`src/rtl/stop_pkg.sv`:
```
package stop_pkg;
  typedef enum logic [1:0] {
    ST_FETCH  = 2'd0,
    ST_EXEC   = 2'd1,
    ST_WB     = 2'd2,
    ST_HALTED = 2'd3
  } coreSt_e;

  // strobes from control to datapath
  typedef struct packed {
    logic loadCode;
    logic pulse;
    logic readSel;
  } dpCtrl_t;
endpackage

```
`src/rtl/stop_datapath.sv`:
```
module stop_datapath
  import stop_pkg::*;
#(
  parameter int DATA_W = 32
) (
  input  logic              clk,
  input  logic              rstN,
  input  dpCtrl_t           ctl,
  input  logic [DATA_W-1:0] wdata,
  output logic [DATA_W-1:0] rdata,
  output logic [DATA_W-1:0] codeQ,
  output logic              strobeQ
);
  always_ff @(posedge clk) begin
    if (!rstN) begin
      codeQ   <= '0;
      strobeQ <= 1'b0;
    end else begin
      strobeQ <= ctl.pulse;
      if (ctl.loadCode) codeQ <= wdata;
    end
  end

  assign rdata = ctl.readSel ? codeQ : '0;
endmodule

```
`src/rtl/stop_control.sv`:
```
module stop_control
  import stop_pkg::*;
#(
  parameter int              ADDR_W    = 32,
  parameter int              DATA_W    = 32,
  parameter logic [ADDR_W-1:0] HALT_ADDR = 32'h1000_1ff8,
  localparam int             BE_W      = DATA_W / 8
) (
  input  logic              clk,
  input  logic              rstN,
  input  logic              busValid,
  input  logic              busWrite,
  input  logic [ADDR_W-1:0] busAddr,
  input  logic [BE_W-1:0]   busBe,
  input  logic [DATA_W-1:0] instrWord,
  input  logic              externalHalt,
  output dpCtrl_t           ctl,
  output coreSt_e           state,
  output logic [DATA_W-1:0] irQ
);
  logic addrHit;
  logic pendReq;

  assign addrHit      = busValid && (busAddr == HALT_ADDR);
  assign ctl.loadCode = addrHit && busWrite && (|busBe) && (state != ST_HALTED);
  assign ctl.pulse    = ctl.loadCode;
  assign ctl.readSel  = addrHit && !busWrite;

  always_ff @(posedge clk) begin
    if (!rstN) begin
      state   <= ST_FETCH;
      pendReq <= 1'b0;
      irQ     <= '0;
    end else begin
      if (externalHalt) pendReq <= 1'b1;
      unique case (state)
        ST_FETCH: begin
          irQ   <= instrWord;
          state <= ST_EXEC;
        end
        ST_EXEC:  state <= ST_WB;
        ST_WB:    state <= (pendReq || externalHalt) ? ST_HALTED : ST_FETCH;
        default:  state <= ST_HALTED;
      endcase
    end
  end
endmodule

```
`src/rtl/mmio_stop_unit.sv`:
```
module mmio_stop_unit
  import stop_pkg::*;
#(
  parameter int              ADDR_W    = 32,
  parameter int              DATA_W    = 32,
  parameter logic [ADDR_W-1:0] HALT_ADDR = 32'h1000_1ff8,
  localparam int             BE_W      = DATA_W / 8
) (
  input  logic              clk,
  input  logic              rstN,
  input  logic              busValid,
  input  logic              busWrite,
  input  logic [ADDR_W-1:0] busAddr,
  input  logic [DATA_W-1:0] busWdata,
  input  logic [BE_W-1:0]   busBe,
  output logic [DATA_W-1:0] busRdata,
  input  logic [DATA_W-1:0] instrWord,
  output logic [DATA_W-1:0] haltCode,
  output logic              haltStrobe,
  output logic [1:0]        coreState,
  output logic              fetchEn,
  output logic              retire,
  output logic [DATA_W-1:0] retiredInstr,
  output logic              halted
);
  dpCtrl_t ctl;
  coreSt_e st;
  logic [DATA_W-1:0] irQ;

  stop_control #(.ADDR_W(ADDR_W), .DATA_W(DATA_W), .HALT_ADDR(HALT_ADDR)) u_ctrl (
    .clk(clk), .rstN(rstN), .busValid(busValid), .busWrite(busWrite),
    .busAddr(busAddr), .busBe(busBe), .instrWord(instrWord),
    .externalHalt(haltStrobe), .ctl(ctl), .state(st), .irQ(irQ)
  );

  stop_datapath #(.DATA_W(DATA_W)) u_dp (
    .clk(clk), .rstN(rstN), .ctl(ctl), .wdata(busWdata),
    .rdata(busRdata), .codeQ(haltCode), .strobeQ(haltStrobe)
  );

  assign coreState    = st;
  assign fetchEn      = (st == ST_FETCH);
  assign retire       = (st == ST_WB);
  assign halted       = (st == ST_HALTED);
  assign retiredInstr = irQ;
endmodule

```
`config.mk`:
```
export PLATFORM = sky130hd
export DESIGN_NAME = mmio_stop_unit
export DESIGN_NICKNAME = d
export VERILOG_FILES = /design/src/rtl/stop_pkg.sv /design/src/rtl/stop_datapath.sv /design/src/rtl/stop_control.sv /design/src/rtl/mmio_stop_unit.sv
export SDC_FILE = /design/constraint.sdc
export NUM_CORES = 1
export LEC_CHECK = 0
export ABC_AREA = 1
export BUFFER_PORTS_ARGS = -buffer_cell sky130_fd_sc_hd__buf_4
export CELL_PAD_IN_SITES_DETAIL_PLACEMENT = 1
export CELL_PAD_IN_SITES_GLOBAL_PLACEMENT = 1
export CORE_UTILIZATION = 28
export CTS_BUF_LIST = sky130_fd_sc_hd__clkbuf_4 sky130_fd_sc_hd__clkbuf_8
export DETAILED_ROUTE_END_ITERATION = 6
export PLACE_DENSITY_LB_ADDON = 0.12
export SLEW_MARGIN = 10
export SYNTH_ARGS = -nofsm -noshare
export SYNTH_HDL_FRONTEND = slang
export SYNTH_SLANG_ARGS = --single-unit
```
`constraint.sdc`:
```
create_clock -name clk -period 2 [get_ports clk]
set_input_delay 0.4 -clock clk [delete_from_list [all_inputs] [get_ports clk]]
set_output_delay 0.4 -clock clk [all_outputs]
set_load 0.02 [all_outputs]
```
==> results.cfg, run 1 <==
[outcome]
status = complete, but fails checks
violations = negative setup slack

[timing]
max_freq_mhz = 492.3
timing.final.hold_violations = 0
fin_tns_setup_ns = -0.07531
grt_setup_unrepaired = true
layout_setup_ws_ns = -0.03132
worst_hold_slack_ns = 0.2651
setup_viol = 5
worstMarginPinSlew_ns = 0.5690
finalClockSkew_ns = 0.01135
slew_headroom = 0.6201
post-route-period-util = 1.016
maxSlewViolCount = 0
final.min_clock_period_ns = 2.031

[layout]
layout-drive-gt1-share = 0.3356
mostFrequentLayoutCell = buf_4
areaGrowthSynthToFinish_pct = 59.73
layout_common_cells = buf_4, nor2_1, inv_1, nand2_1, dfxtp_1
nets = 826
final_util = 0.4580
stdcell_area_um2 = 5230
insertedDiodeCount = 0

[power_and_ir_drop]
p_leak_nw = 2.759
pwr-share-seq = 0.418
power_switching_uw = 947.5
power.density_nw_per_um2 = 674.7
p_int_mw = 2.581
clkPwrFrac = 0.398
switching_share = 0.2685
combPwrFrac = 0.184
ir_drop_mv = 0.4734

[die]
die_w_um = 110.1
core-area_um2 = 11420
io_pins = 206
die_h_um = 110.1
std_cell_rows = 39
initial_core_util = 0.2868
die-area_um2 = 12130

[clocking]
cts_tree = yes
clock_sinks = 68
clk_pin_slew_ns = 0.08
cts_max_path_buffers = 2
numCtsBuffers = 9
h-tree-depth = 3
clk_latency_ns = 0.35
post-cts-setup-buffers = 0
cts-root-buf = clkbuf_8

[grt]
first_global_vias = 3738
grtUsageTotal = 0.1876
grt_pass1_wl_um = 17400
grt-ovfl-total = 0
grt_max_degree = 37
antenna_found_initial = 0

[worst_hold_path]
worstHoldPathType = in2reg
whs_path_depth = 3

[critical_path]
crit_path_max_fanout = 11
start_kind = input pin
timing.rr.end = u_dp.codeQ[22]$_SDFFE_PN0P_
critPathCapture = busRdata[14]
crit_path_max_incr_delay_ns = 0.21
path_class = in2out
worst-path-stages = 10
cp.arrival_ns = 1.63
cp_common_cell = buf_4
crit_start = busAddr[13]
reg2reg_from = u_ctrl.state[1]$_SDFF_PN0_
path_buf_inv = 4
worstPathRequired_ns = 1.60
cp-end-kind = output pin
worst_r2r_path_depth = 8
path_cells = buf_4, nor2_1, nand2_1, nor2_2, inv_1, nor3b_2, nand3b_1, buf_4, nor2_2, buf_4
crit_path_top_delay_cell = buf_4
crit_family = simple AND/OR/NAND/NOR gates
rrSetupSlack_ns = 0.62

[synth]
yosys_warnings = 0
syn_nets = 624
yosysSeqAreaShare = 0.4157
ys_types = 21
syn_area_um2 = 3274
synth.avg_cell_area_um2 = 6.297
ys_seq_elements = 68
syn_inst = 520

[route]
detail-route-antenna-nets = 0
vias_per_cell = 4.371
wl_per_cell_um = 13.15
routed_wl_um = 11440
dr.first_iter.drc_count = 73
dr.pass1.iters = 4
drc = 0
num_vias = 3803

[place]
postPlaceCellArea_um2 = 4980
place_congestion = 0.7477
portBuffers = 205
dp_slack_ns = -0.07652
hpwl_um = 8807

[job]
cap_violations = 0
worst min-delay path by stage:
stage | from | end | slack [ns]
3_3_place_gp | u_ctrl.pendReq$_SDFFE_PN0P_ | u_ctrl.pendReq$_SDFFE_PN0P_ | 0.45
2_1_floorplan | u_ctrl.pendReq$_SDFFE_PN0P_ | u_ctrl.pendReq$_SDFFE_PN0P_ | 0.43
4_1_cts | instrWord[0] | u_ctrl.irQ[0]$_SDFFE_PN0P_ | 0.24
5_1_grt | instrWord[8] | u_ctrl.irQ[8]$_SDFFE_PN0P_ | 0.25
6_report | instrWord[3] | u_ctrl.irQ[3]$_SDFFE_PN0P_ | 0.27
3_5_place_dp | u_ctrl.pendReq$_SDFFE_PN0P_ | u_ctrl.pendReq$_SDFFE_PN0P_ | 0.48
what timing repair did:
action                                  4_1_cts  5_1_grt
hold buffers                                  0        0
endpoints found under the setup margin       22       32
gates resized for setup                       2        0
power by group through the flow:
stage               logic, mW  registers, mW  clock network [mW]
floorplan               0.209           1.59                   0
global route            0.713           1.48                1.50
finish                  0.649           1.47                1.40
CTS                     0.662           1.48                1.45
detailed placement      0.660           1.50                   0
global placement        0.646           1.50                   0
cell usage after synthesis:
master | count | share of area
inv_1 | 110 | 0.13
nor2_4 | 1 | 0.0034
clkbuf_1 | 12 | 0.014
o21ai_1 | 21 | 0.032
o21ai_0 | 12 | 0.018
nand3b_1 | 3 | 0.0069
a21oi_1 | 1 | 0.0015
nor2_1 | 155 | 0.18
inv_2 | 1 | 0.0011
buf_1 | 3 | 0.0034
a21oi_2 | 1 | 0.0027
nor2_2 | 2 | 0.0038
nand4_1 | 33 | 0.063
nand2_1 | 79 | 0.091
buf_6 | 3 | 0.010
nor3b_2 | 1 | 0.0038
a31oi_1 | 1 | 0.0019
dfxtp_1 | 68 | 0.42
buf_2 | 10 | 0.015
nand3_1 | 2 | 0.0031
nand3_4 | 1 | 0.0054
routing by layer:
metal	share of wire	vias up	routed length (um)	global-route usage
met5	0	-	0	0
met4	0.025	0	281	0.07801
met3	0.074	20	851	0.05820
met2	0.51	120	5792	0.3429
met1	0.39	1716	4519	0.1987
li1	-	1947	-	-
logic make-up after synthesis:
group	after synthesis	share of synthesized area
AO/OA/AOI/OAI	36	0.05655
buffers and inverters	139	0.1700
flip-flops	68	0.4157
AND/OR/NAND/NOR	277	0.3577
flip-flops by register name, indices dropped and copies added, names as in the netlist:
signal / count
u_dp.strobeQ: 1
u_ctrl.pendReq: 1
u_dp.codeQ: 32
u_ctrl.irQ: 32
u_ctrl.state: 2
through the flow:
stage | power, mW | std cells
2_1_floorplan | 1.802 | 520
4_1_cts | 3.587 | 870
3_5_place_dp | 2.165 | 854
5_1_grt | 3.695 | 870
3_3_place_gp | 2.145 | 854
6_report | 3.529 | 870
layout make-up:
| class | count | area [um2] |
|---|---|---|
| fill | 1502 | 6188 |
| multi-input combinational | 313 | 1369 |
| timing repair buffer | 219 | 1660 |
| inverter | 111 | 416.7 |
| sequential | 68 | 1361 |
| clock buffer | 10 | 131.4 |
| tap | 143 | 178.9 |
| clock inverter | 6 | 112.6 |
worst reg2reg max path: stages (launching register included):
cell,delay (ns)
dfxtp_1,0.36
nand2_1,0.13
nand2_1,0.09
a21oi_4,0.17
nand3_4,0.15
buf_4,0.23
nand2_1,0.07
inv_1,0.03
nor2_1,0.09
Note: power is estimated with default switching activity, not from simulation.
==> run 2: changes to the inputs <==
CORE_UTILIZATION = 30   (was 28)
clock period = 2.5 ns   (was 2 ns; I/O delays follow)
==> run 2 against run 1 <==
Against the previous run: critical path depth did not move; register-to-register slack improved by 0.02 ns; core utilization rose by 3.1 points; critical endpoint is now busRdata[30]; total power shrank 25%; critical path type unchanged; combinational power fell by 21%; highest routed layer unchanged; clock skew shrank 0.0034 ns; the flow now finishes without violations; hold slack improved by 0.11 ns; cell count is 1.7% lower.
==> results.cfg, run 2 (synthesis gave the netlist of run 1 again) <==
[die]
die-area_um2 = 11340
die_h_um = 106.5
initial_core_util = 0.3130
die_w_um = 106.5
std_cell_rows = 37
core-area_um2 = 10460
io_pins = 206

[timing]
finalClockSkew_ns = 0.007948
grt_setup_unrepaired = false
fin_tns_setup_ns = 0
worstMarginPinSlew_ns = 0.6214
layout_setup_ws_ns = 0.2444
setup_viol = 0
max_freq_mhz = 443.3
final.min_clock_period_ns = 2.256
maxSlewViolCount = 0
slew_headroom = 0.5857
post-route-period-util = 0.9022
timing.final.hold_violations = 0

[worst_hold_path]
worstHoldPathType = in2reg

[route]
dr.first_iter.drc_count = 105
detail-route-antenna-nets = 0
met1Wirelength_um = 4559
vias_per_cell = 4.435
wl_per_cell_um = 13.36
num_vias = 3792
dr.pass1.iters = 4
top_layer = met4
routed_wl_um = 11430
routed-wl-met2_um = 5808
drc = 0
wl_met3_um = 922

[clocking]
clk_pin_slew_ns = 0.08
post-cts-setup-buffers = 0
hold_buffers = 0
cts_tree = yes
clock_sinks = 68
clk_latency_ns = 0.35
cts_max_path_buffers = 2
h-tree-depth = 3
cts-resized-gates = 0
cts-root-buf = clkbuf_8
numCtsBuffers = 9

[grt]
antenna_found_initial = 0
grt-ovfl-total = 0
grt_pass1_wl_um = 18510
grt_max_degree = 66
first_global_vias = 4003
grtUsageTotal = 0.2049

[critical_path]
cp-end-kind = output pin
crit_path_max_incr_delay_ns = 0.20
path_buf_inv = 4
crit_path_top_delay_cell = buf_12
crit_path_max_fanout = 32
path_class = in2out
cp.arrival_ns = 1.76
worstPathRequired_ns = 2.00
start_kind = input pin
path_cells = buf_4, nor2_1, nand2_1, nor2_2, inv_1, nor3b_2, nand3b_1, buf_12, nor2_1, buf_4
crit_family = simple AND/OR/NAND/NOR gates

[layout]
insertedDiodeCount = 0
nets = 818
layout_common_cells = buf_4, nor2_1, inv_1, nand2_1, dfxtp_1
stdcell_count = 855
stdcell_area_um2 = 5116
areaGrowthSynthToFinish_pct = 56.25
layout-drive-gt1-share = 0.3268
mostFrequentLayoutCell = buf_4
reg_top3 = u_ctrl.irQ (32), u_dp.codeQ (32), u_ctrl.state (2)
final_util = 0.4890

[place]
dp_slack_ns = 0.2365
hpwl_um = 8492
dp_cells = 839
place_congestion = 0.7607
postPlaceCellArea_um2 = 4911
portBuffers = 205

[power_and_ir_drop]
p_leak_nw = 2.700
ir_drop_mv = 0.3457
power.density_nw_per_um2 = 518.7

[outcome]
status = completed

[job]
cap_violations = 0
[run 2: worst paths after layout]
kind                                                   from  slack (ns)                           to  depth (start not counted)
worst min-delay path                          instrWord[22]        0.37  u_ctrl.irQ[22]$_SDFFE_PN0P_                          3
worst max-delay path                            busAddr[13]        0.24                 busRdata[30]                         10
worst max register to register   u_ctrl.state[0]$_SDFF_PN0_        0.64  u_dp.codeQ[12]$_SDFFE_PN0P_                          7
worst min register to register  u_ctrl.pendReq$_SDFFE_PN0P_        0.50  u_ctrl.pendReq$_SDFFE_PN0P_                          2
[run 2: cell type report]
cell class	count	area [um2]
Sequential cell	68	1361
Inverter	111	416.7
Tap cell	136	170.2
Clock buffer	9	123.9
Fill cell	1418	5346
Multi-Input combinational cell	313	1366
Timing Repair Buffer	211	1597
Clock inverter	7	81.33
[run 2: tightest hold or removal path, cell delays in order]
cell and delay (ns):
buf_4 0.08, nor2_1 0.03, nor2_1 0.08
[run 2: report_power, final]
part / leakage (nW) / switching (mW) / internal (mW)
logic: 2.04 / 0.277 / 0.238
registers: 0.557 / 0.0348 / 1.14
clock network: 0.101 / 0.483 / 0.477
[run 2: metal layers]
metal / up-vias / global-route usage
met5: - / 0
met4: 0 / 0.06751
met1: 1724 / 0.2133
met2: 131 / 0.3827
li1: 1927 / -
met3: 10 / 0.06867
[run 2: stage by stage]
| stage | hold WS, ns | power (mW) |
|---|---|---|
| 2_1_floorplan | 0.4349 | 1.441 |
| 3_3_place_gp | 0.4475 | 1.708 |
| 3_5_place_dp | 0.4884 | 1.723 |
| 4_1_cts | 0.3593 | 2.692 |
| 5_1_grt | 0.3691 | 2.781 |
| 6_report | 0.3747 | 2.654 |
